**src/rtl/llsc_pkg.sv**
```systemverilog
package llsc_pkg;

  // Completion operation codes; codes 6 and 7 behave as reads.
  typedef enum logic [2:0] {
    OP_READ  = 3'd0,
    OP_WRITE = 3'd1,
    OP_LL    = 3'd2,
    OP_SC    = 3'd3,
    OP_LKRD  = 3'd4,
    OP_LKWR  = 3'd5,
    OP_RSV6  = 3'd6,
    OP_RSV7  = 3'd7
  } op_e;

  // Decoded actions for one completion.
  typedef struct packed {
    logic ll_set;   // reserve the line (checking enabled)
    logic sc_chk;   // check and clear (checking enabled)
    logic wr_clr;   // plain write may clear (checking enabled)
    logic sc_any;   // any store-conditional, bypass or not
    logic lk_rd;    // locked read: block line
    logic lk_wr;    // locked write: unblock line
  } op_dec_t;

endpackage

```
**src/rtl/llsc_decode.sv**
```systemverilog
module llsc_decode
  import llsc_pkg::*;
(
  input  logic       cmp_valid,
  input  logic [2:0] cmp_op,
  input  logic       bypass,
  output op_dec_t    dec
);

  op_e op;
  logic chk_en;

  always_comb begin
    op     = op_e'(cmp_op);
    chk_en = cmp_valid & ~bypass;
    dec    = '0;
    unique case (op)
      OP_LL:    dec.ll_set = chk_en;
      OP_SC: begin
        dec.sc_chk = chk_en;
        dec.sc_any = cmp_valid;
      end
      OP_WRITE: dec.wr_clr = chk_en;
      OP_LKRD:  dec.lk_rd  = cmp_valid;
      OP_LKWR:  dec.lk_wr  = cmp_valid;
      default:  dec        = '0;
    endcase
  end

endmodule

```
**src/rtl/llsc_resv_table.sv**
```systemverilog
module llsc_resv_table #(
  parameter int ENTRIES = 4,
  parameter int LINE_W  = 26
) (
  input  logic              clk,
  input  logic              rst_n,
  input  logic              ll_set,
  input  logic              sc_chk,
  input  logic              wr_clr,
  input  logic              present,
  input  logic [LINE_W-1:0] line,
  input  logic              inv_valid,
  input  logic [LINE_W-1:0] inv_line,
  output logic              sc_hit
);

  localparam int RANK_W = (ENTRIES > 1) ? $clog2(ENTRIES) : 1;
  localparam int IDX_W  = RANK_W;
  localparam logic [RANK_W-1:0] RANK_MAX = RANK_W'(ENTRIES - 1);

  // State
  logic [ENTRIES-1:0]             valid_q;
  logic [LINE_W-1:0]              line_q [ENTRIES];
  logic [RANK_W-1:0]              rank_q [ENTRIES];

  // Next state
  logic [ENTRIES-1:0]             valid_d;
  logic [RANK_W-1:0]              rank_d [ENTRIES];
  logic [ENTRIES-1:0]             load_en;

  // Intermediate
  logic [ENTRIES-1:0]             match_cmp;
  logic [ENTRIES-1:0]             match_inv;
  logic [ENTRIES-1:0]             free;
  logic [ENTRIES-1:0]             valid_pf;
  logic [RANK_W-1:0]              rank_pf [ENTRIES];
  logic [ENTRIES-1:0]             held;
  logic                           need_alloc;
  logic                           any_free;
  logic [IDX_W-1:0]               free_idx;
  logic [IDX_W-1:0]               victim_idx;
  logic [IDX_W-1:0]               alloc_idx;

  // Per-entry match and free
  for (genvar g = 0; g < ENTRIES; g++) begin : g_match
    assign match_cmp[g] = valid_q[g] && (line_q[g] == line);
    assign match_inv[g] = inv_valid && valid_q[g] && (line_q[g] == inv_line);
    assign free[g]      = match_inv[g] |
                          (match_cmp[g] & (sc_chk | (wr_clr & present)));
    assign valid_pf[g]  = valid_q[g] & ~free[g];
    assign held[g]      = valid_pf[g] && (line_q[g] == line);
  end

  // Invalidate wins over a store-conditional on the same line.
  assign sc_hit = sc_chk && |(match_cmp & ~match_inv);

  // Age ranks after removals: close gaps left by freed entries.
  always_comb begin
    for (int i = 0; i < ENTRIES; i++) begin
      logic [RANK_W-1:0] dec_cnt;
      dec_cnt = '0;
      for (int j = 0; j < ENTRIES; j++) begin
        if (free[j] && (rank_q[j] < rank_q[i])) dec_cnt = dec_cnt + RANK_W'(1);
      end
      rank_pf[i] = valid_pf[i] ? (rank_q[i] - dec_cnt) : '0;
    end
  end

  // Slot selection
  always_comb begin
    any_free   = 1'b0;
    free_idx   = '0;
    victim_idx = '0;
    for (int i = ENTRIES - 1; i >= 0; i--) begin
      if (!valid_pf[i]) begin
        any_free = 1'b1;
        free_idx = IDX_W'(i);
      end
      if (valid_pf[i] && (rank_pf[i] == RANK_MAX)) victim_idx = IDX_W'(i);
    end
    alloc_idx  = any_free ? free_idx : victim_idx;
    need_alloc = ll_set && !(|held);
  end

  // Next-state
  always_comb begin
    for (int i = 0; i < ENTRIES; i++) begin
      load_en[i] = 1'b0;
      valid_d[i] = valid_pf[i];
      rank_d[i]  = rank_pf[i];
      if (need_alloc) begin
        if (alloc_idx == IDX_W'(i)) begin
          load_en[i] = 1'b1;
          valid_d[i] = 1'b1;
          rank_d[i]  = '0;
        end else if (valid_pf[i]) begin
          rank_d[i]  = rank_pf[i] + RANK_W'(1);
        end
      end
    end
  end

  // Registers
  for (genvar g = 0; g < ENTRIES; g++) begin : g_reg
    always_ff @(posedge clk or negedge rst_n) begin
      if (!rst_n) begin
        valid_q[g] <= 1'b0;
        rank_q[g]  <= '0;
      end else begin
        valid_q[g] <= valid_d[g];
        rank_q[g]  <= rank_d[g];
      end
    end

    always_ff @(posedge clk) begin
      if (load_en[g]) line_q[g] <= line;
    end
  end

endmodule

```
**src/rtl/llsc_resp.sv**
```systemverilog
module llsc_resp #(
  parameter int LINE_W = 26
) (
  input  logic              clk,
  input  logic              rst_n,
  input  logic              cmp_valid,
  input  logic              sc_any,
  input  logic              bypass,
  input  logic              sc_hit,
  input  logic              lk_rd,
  input  logic              lk_wr,
  input  logic [LINE_W-1:0] line,
  output logic              rsp_valid,
  output logic              rsp_ok,
  output logic              rsp_sc_val,
  output logic              blk_valid,
  output logic [LINE_W-1:0] blk_line,
  output logic              unblk_valid,
  output logic [LINE_W-1:0] unblk_line
);

  logic ok_d;
  logic val_d;

  always_comb begin
    ok_d  = cmp_valid & ~(sc_any & ~bypass & ~sc_hit);
    val_d = sc_any & (bypass | sc_hit);
  end

  always_ff @(posedge clk or negedge rst_n) begin
    if (!rst_n) begin
      rsp_valid   <= 1'b0;
      rsp_ok      <= 1'b0;
      rsp_sc_val  <= 1'b0;
      blk_valid   <= 1'b0;
      unblk_valid <= 1'b0;
      blk_line    <= '0;
      unblk_line  <= '0;
    end else begin
      rsp_valid   <= cmp_valid;
      rsp_ok      <= ok_d;
      rsp_sc_val  <= val_d;
      blk_valid   <= lk_rd;
      unblk_valid <= lk_wr;
      if (lk_rd) blk_line   <= line;
      if (lk_wr) unblk_line <= line;
    end
  end

endmodule

```
**src/rtl/llsc_monitor.sv**
```systemverilog
module llsc_monitor
  import llsc_pkg::*;
#(
  parameter int ENTRIES = 4,
  parameter int LINE_W  = 26
) (
  input  logic              clk,
  input  logic              rst_n,
  input  logic              cmp_valid,
  input  logic [2:0]        cmp_op,
  input  logic [LINE_W-1:0] cmp_line,
  input  logic              cmp_present,
  input  logic              bypass,
  input  logic              inv_valid,
  input  logic [LINE_W-1:0] inv_line,
  output logic              rsp_valid,
  output logic              rsp_ok,
  output logic              rsp_sc_val,
  output logic              blk_valid,
  output logic [LINE_W-1:0] blk_line,
  output logic              unblk_valid,
  output logic [LINE_W-1:0] unblk_line
);

  op_dec_t dec;
  logic    sc_hit;

  llsc_decode u_dec (
    .cmp_valid (cmp_valid),
    .cmp_op    (cmp_op),
    .bypass    (bypass),
    .dec       (dec)
  );

  llsc_resv_table #(
    .ENTRIES (ENTRIES),
    .LINE_W  (LINE_W)
  ) u_tbl (
    .clk       (clk),
    .rst_n     (rst_n),
    .ll_set    (dec.ll_set),
    .sc_chk    (dec.sc_chk),
    .wr_clr    (dec.wr_clr),
    .present   (cmp_present),
    .line      (cmp_line),
    .inv_valid (inv_valid),
    .inv_line  (inv_line),
    .sc_hit    (sc_hit)
  );

  llsc_resp #(
    .LINE_W (LINE_W)
  ) u_resp (
    .clk         (clk),
    .rst_n       (rst_n),
    .cmp_valid   (cmp_valid),
    .sc_any      (dec.sc_any),
    .bypass      (bypass),
    .sc_hit      (sc_hit),
    .lk_rd       (dec.lk_rd),
    .lk_wr       (dec.lk_wr),
    .line        (cmp_line),
    .rsp_valid   (rsp_valid),
    .rsp_ok      (rsp_ok),
    .rsp_sc_val  (rsp_sc_val),
    .blk_valid   (blk_valid),
    .blk_line    (blk_line),
    .unblk_valid (unblk_valid),
    .unblk_line  (unblk_line)
  );

endmodule

```
**config.mk**
```make
export PLATFORM = sky130hd
export DESIGN_NAME = llsc_monitor
export DESIGN_NICKNAME = d
export VERILOG_FILES = /design/src/rtl/llsc_pkg.sv /design/src/rtl/llsc_decode.sv /design/src/rtl/llsc_resv_table.sv /design/src/rtl/llsc_resp.sv /design/src/rtl/llsc_monitor.sv
export SDC_FILE = /design/constraint.sdc
export NUM_CORES = 1
export LEC_CHECK = 0
export BUFFER_PORTS_ARGS = -buffer_cell sky130_fd_sc_hd__buf_2
export CAP_MARGIN = 20
export CORE_AREA = 4 4 160 147
export CTS_CLUSTER_DIAMETER = 200
export DETAILED_ROUTE_END_ITERATION = 12
export DIE_AREA = 0 0 164 151
export PLACE_DENSITY = 0.7
export SLEW_MARGIN = 5
export SYNTH_ARGS = -nofsm -noshare
export SYNTH_HDL_FRONTEND = slang
export SYNTH_SLANG_ARGS = --single-unit
```
**constraint.sdc**
```tcl
create_clock -name clk -period 17.5 [get_ports clk]
set_input_delay 2.625 -clock clk [delete_from_list [all_inputs] [get_ports clk]]
set_output_delay 2.625 -clock clk [all_outputs]
set_load 0.005 [all_outputs]
```
# Yosys cells after proc, flatten, opt, wreduce, memory -nomap -nowiden
# Memory sizes are Yosys's and may differ from the RTL's.
# Index checks and enable logic that the tools add are counted.
# word_totals
mem_bits_ro,0
word_cells,230
inputBits,61
n_memories,1
ff_bits,69
latch_bits,0
ram_bits,104
# classes
addsub,20
n_mul,0
order_cmp,16
eq_ne,20
shift,0
bitwise_logic,29
mux,84
div,0
reduce_logical,45
# mem_list
name,words,word_bits,read_ports,rd_ports_with_merged_regs,write_ports,line,source
u_tbl.line_q,4,26,4,0,1,llsc_resv_table.sv:23,logic [LINE_W-1:0] line_q [ENTRIES];
# ops
operator,count
equality test 26 bit,8
2-to-1 mux 2 bit,40
2-to-1 mux 26 bit,3
OR reduction 26 bit,3
2-to-1 mux 1 bit,41
logical AND 1 bit,38
less-than comparator 2 bit,16
adder 2 x 1 -> 2 bit (second input constant),12
bitwise AND 1 bit,14
equality test 2 bit (second input constant),6
adder 1 x 1 -> 2 bit (second input constant),4
OR reduction 4 bit,2
subtractor 2 bit,4
NOT 1 bit,7
equality test 3 x 2 -> 1 bit (second input constant),2
equality test 3 bit (second input constant),2
OR 1 bit,6
bitwise AND 4 bit,1
NOT 4 bit,1
equality test 3 x 1 -> 1 bit (second input constant),1
equality test 2 x 1 -> 1 bit (second input constant),1
zero test 2 bit,1
zero test 1 bit,1

# Logic depth before layout (Yosys ltp)
# depth
word_depth,33
ltp_mapped,21
mapped_depth_nobuf,20

# Modules after synthesis
# Synthesis repeated with hierarchy kept, for this count alone.
# unflattened
cells_unflattened,725
area_unflattened_um2,9507.9
# by_module_without_submodules
module,cells_each,area_per_inst_um2,seq_area_each_um2,instances
llsc_resv_table,597,7166.9,3423.3,1
llsc_resp,118,2282.2,1426.4,1
llsc_decode,10,58.8,0.0,1

# Least setup slack after synthesis
# Ideal clock, no wire load.
# synth_path
kind,input port to flip-flop
start,input cmp_line[9]
end,memory u_tbl.line_q[2][0] (enable)
setup_time_ns,0.551
stages,17
t_arrival_ns,9.896
t_required_ns,16.949
setup_slack_ns,7.053
path_cell_list,clkbuf_1 > xnor2_1 > nand4_1 > nor4_1 > nand3_1 > nor2b_1 > a211oi_1 > ha_1 > xnor2_1 > ha_1 > xnor2_1 > xnor2_1 > nor2_1 > ha_1 > nor3_1 > nor3_1 > a2111oi_0
# synth_between
word_cells_on_any_way,133
cone_classes,16 x add/sub; 11 x eq/ne; 55 x mux; 16 x bitwise; 35 x reduce/logical
# synth_rtl
element,line,source
start: declaration,llsc_monitor.sv:11,"input logic [LINE_W-1:0] cmp_line,"
equality test 26 bit,"llsc_resv_table.sv:46, llsc_resv_table.sv:51",
logical AND 1 bit,llsc_resv_table.sv:46,assign match_cmp[g] = valid_q[g] && (line_q[g] == line);
bitwise AND 1 bit,llsc_resv_table.sv:49,(match_cmp[g] & (sc_chk | (wr_clr & present)));
OR 1 bit,llsc_resv_table.sv:48,assign free[g] = match_inv[g] |
logical AND 1 bit,llsc_resv_table.sv:63,if (free[j] && (rank_q[j] < rank_q[i])) dec_cnt = dec_cnt + RANK_W'(1);
2-to-1 mux 1 bit,llsc_resv_table.sv:63,
adder 1 x 1 -> 2 bit,llsc_resv_table.sv:63,
2-to-1 mux 2 bit,llsc_resv_table.sv:63,
[13 not listed],n/a,
equality test 2 bit,llsc_resv_table.sv:92,if (alloc_idx == IDX_W'(i)) begin
2-to-1 mux 1 bit,llsc_resv_table.sv:92,
2-to-1 mux 1 bit *,llsc_resv_table.sv:91,if (need_alloc) begin
via u_tbl.load_en[2],llsc_resv_table.sv:29,logic [ENTRIES-1:0] load_en;
2-to-1 mux 1 bit *,llsc_resv_table.sv:116,if (load_en[g]) line_q[g] <= line;
2-to-1 mux 1 bit (not written as such) *,llsc_resv_table.sv:116,
OR reduction 26 bit (no line),n/a,
2-to-1 mux 2 bit (no line) or 2-to-1 mux 1 bit (tied branches) (2 in series),n/a,
end: declaration,llsc_resv_table.sv:23,
# The timed path passes the listed nets; every way through them passes the cells marked *.

# Worst setup path after layout
# layout_path
start,input inv_line[16]
end,memory u_tbl.line_q[0][3] (enable)
# layout_between
word_cells_on_any_way,129
cone_classes,16 x add/sub; 11 x eq/ne; 55 x mux; 12 x bitwise; 35 x reduce/logical
# layout_rtl
element,line,source
start: declaration,llsc_monitor.sv:15,"input logic [LINE_W-1:0] inv_line,"
equality test 26 bit,llsc_resv_table.sv:47,assign match_inv[g] = inv_valid && valid_q[g] && (line_q[g] == inv_line);
logical AND 1 bit,llsc_resv_table.sv:47,
OR 1 bit,llsc_resv_table.sv:48,
logical AND 1 bit,llsc_resv_table.sv:63,
2-to-1 mux 1 bit,llsc_resv_table.sv:63,
adder 1 x 1 -> 2 bit,llsc_resv_table.sv:63,
2-to-1 mux 2 bit,llsc_resv_table.sv:63,
adder 2 x 1 -> 2 bit,llsc_resv_table.sv:63,
[11 not listed],n/a,
2-to-1 mux 2 bit,llsc_resv_table.sv:81,alloc_idx = any_free ? free_idx : victim_idx;
zero test 2 bit,llsc_resv_table.sv:92,
2-to-1 mux 1 bit,llsc_resv_table.sv:92,
2-to-1 mux 1 bit *,llsc_resv_table.sv:91,
via u_tbl.load_en[0],llsc_resv_table.sv:29,
2-to-1 mux 1 bit *,llsc_resv_table.sv:116,
2-to-1 mux 1 bit (not written as such) *,llsc_resv_table.sv:116,
2-to-1 mux 1 bit (no line) * (3 in series),n/a,
# Marked as above.

==> metrics.cfg <==
[drt]
drtAntennaViolNets=0
top_layer=met5
num_vias=6480
wl_per_cell_um=22.6
wl_met3_mm=1.64
firstDrtPassIters=5
route.detailed.drc=0
drtIter0Drc=646
drt-total-wl_mm=27.4
routed_via_density=5.34
wl_met1_mm=12.2
met2_length_mm=13.0

[layout]
final_cell_mix=xnor2_1, buf_2, edfxtp_1, xor2_1, nand2_1
antennaDiodeCount=0
layout-drive-gt1-share_pct=20.5
design_area_um2=10700
layout.nets=992
area_growth_pct=16.0
layout_commonest_cell=xnor2_1

[timing]
fmax_mhz=132
rsz0062_at_grt=no
drv_slew=0
finalSetupViolations=0
hold_viol=0
hold_ws_ns=0.473
tns_ns=0
fin_crit_sh_pct=43.2
period_needed_ns=7.57
worstMarginPinSlew_ns=0.914
finClkSkew_ns=0.0132
relSlewSlack_pct=39.0

[pwr]
powerDensity_nw_per_um2=95.9
power_leakage_uw=0.00422
total_power_uw=1030
ir_drop_mv=0.0627

[logic_synthesis]
synth-adder-area-share_pct=3.79
synth_cell_types=52
synth_seq_cells=173
synthMuxAreaShare_pct=3.60
synth_compound_area_share_pct=3.51
synth-simple-area-share_pct=13.1
netlist_instances=797
synth_area_um2=9240
synth.avg_cell_area_um2=11.6
synth_top_family_by_area=XOR/XNOR gates
synth-edff-count=104
syn_nets=886
synthFlopType=edfxtp_1
ys_warn_count=0
yosysSeqAreaShare_pct=52.5
synth-xor-area-share_pct=20.8
async_reset_ff_share_pct=39.9

[setup_path]
max_stage_delay_ns=0.52
crit_chain=buf_2 > xnor2_1 > nand3_1 > or4_1 > nor3_1 > nor2_1 > nor2b_1 > ha_1 > xnor2_1 > ha_1 > xnor2_1 > and3b_1 > nor4_1 > ha_1 > nor3_1 > or3_1 > nor3_1 > o21a_1 > buf_4
arrival_ns=7.66
r2r-start=u_tbl.line_q[1][16]
critPathBufInv=2
critPathCaptureType=flip-flop
worstSetupStartpointType=primary input
startpoint=inv_line[16]
cpMaxStageDelayCell=or4_1
cp_max_fo=26
crit_required_ns=17.59
worstSetupPathType=primary input to flip-flop
cp_top_family=simple AND/OR/NAND/NOR gates

[global_route]
grt_pass1_wl_mm=40.6
grt_max_degree=70
antenna_found_initial=1
grt_pass1_vias=6497
grt_overflow_total=0
grt_use_total_pct=22.4

[min_path]
min_path_type=flip-flop to flip-flop
hold_start=u_resp.unblk_line[2]

[cts]
root_buffer=clkbuf_16
clock_latency_ns=0.44
cts_tree=yes
cts_setup_buffers=0
cts_hold_buf=0
cts-buffers-inserted=17
cts_max_level=4
cts_resized=0
clk_pin_slew_ns=0.07
clockBufferDepth=2
clock-sinks=173

[floorplan]
start_util_pct=42.0
die_w_um=164
die_area_um2=24800
die_h_um=151
num_rows=52
pin_count=118
coreArea_um2=22000

[placement]
dpl-instance-area_um2=10100
hpwl_mm=20.6
routabilityCongestion=0.935
port_buffers=117

[job]
maxCapViolCount=0

[outcome]
status=completed

## cell usage after synthesis, drive strengths merged, types with 4 or more instances
| cell | n | area (um2) |
|---|---|---|
| mux2 | 26 | 293 |
| nand4 | 37 | 231 |
| nor4 | 30 | 188 |
| xnor2 | 122 | 1070 |
| ha | 28 | 350 |
| a211oi | 4 | 30.0 |
| dfrtp | 69 | 1730 |
| mux2i | 4 | 40.0 |
| nand2 | 95 | 357 |
| or4 | 5 | 37.5 |
| xor2 | 97 | 850 |
| inv | 29 | 109 |
| a21oi | 7 | 35.0 |
| buf | 5 | 30.0 |
| nand2b | 6 | 37.5 |
| nor2 | 24 | 90.1 |
| o21ai | 4 | 20.0 |
| nor3 | 14 | 70.1 |
| nand3 | 10 | 50.1 |
| edfxtp | 104 | 3120 |
| clkbuf | 31 | 116 |
## sequential cells by signal (all words and copies together) (netlist names)
signal / cells
u_resp.rsp_sc_val: 1
u_tbl.rank_q: 8
u_tbl.line_q: 104
u_resp.blk_valid: 1
u_resp.blk_line: 26
u_resp.rsp_ok: 1
u_resp.unblk_valid: 1
u_tbl.valid_q: 4
u_resp.rsp_valid: 1
u_resp.unblk_line: 26
## worst paths after layout
path	to	cells past startpoint	slack [ns]
max	u_tbl.line_q[0][3]	19	9.93
min	u_resp.unblk_line[2]	2	0.47
min in group asynchronous	u_resp.blk_line[17]	1	2.32
max reg2reg	u_tbl.line_q[0][3]	18	11.80
min reg2reg	u_resp.unblk_line[2]	2	0.47
max in group asynchronous	u_tbl.rank_q[4]	1	14.58
## report_power, final
part	leakage, uW	internal [uW]	switching (uW)
Combinational	0.00214	67.0	94.1
Sequential	0.00179	464	19.6
Clock	0.000294	199	184
## per-layer routing
metal,track usage [%],vias up
li1,-,3000
met1,30.9,3198
met2,36.5,244
met3,3.92,36
met4,6.67,2
met5,0,-
## cell families (layout without fill, tap and decap cells)
kind of cell / Yosys count / in the layout
AND/OR/NAND/NOR: 240 / 240
XOR/XNOR: 219 / 219
flip-flops: 173 / 173
buffers and inverters: 66 / 185
AO/OA/AOI/OAI: 41 / 41
multiplexers: 30 / 30
adder cells (fa/ha/maj): 28 / 28
## per-stage QoR
stage,cells,utilization (%),worst slack (ns)
5_1_grt,1213,48.7,9.60
3_5_place_dp,1181,46.0,9.52
4_1_cts,1213,48.7,9.96
2_1_floorplan,797,-,7.05
6_report,1213,48.7,9.93
3_3_place_gp,1181,46.0,9.44
## area by class of cell
class | instances | area (um2)
fillers | 2036 | 11300
repair buffers | 123 | 633
flip-flops and latches | 173 | 4850
well taps | 297 | 372
clock inverters | 13 | 141
inverters | 30 | 113
clock buffers | 19 | 454
multi-input cells | 558 | 4150
## worst min-delay path, stage by stage, from the launching register on
cell,delay [ns]
dfrtp_1,0.34
nand2_1,0.05
nand2_1,0.05
No activity file was read; power rests on OpenSTA's default activity.
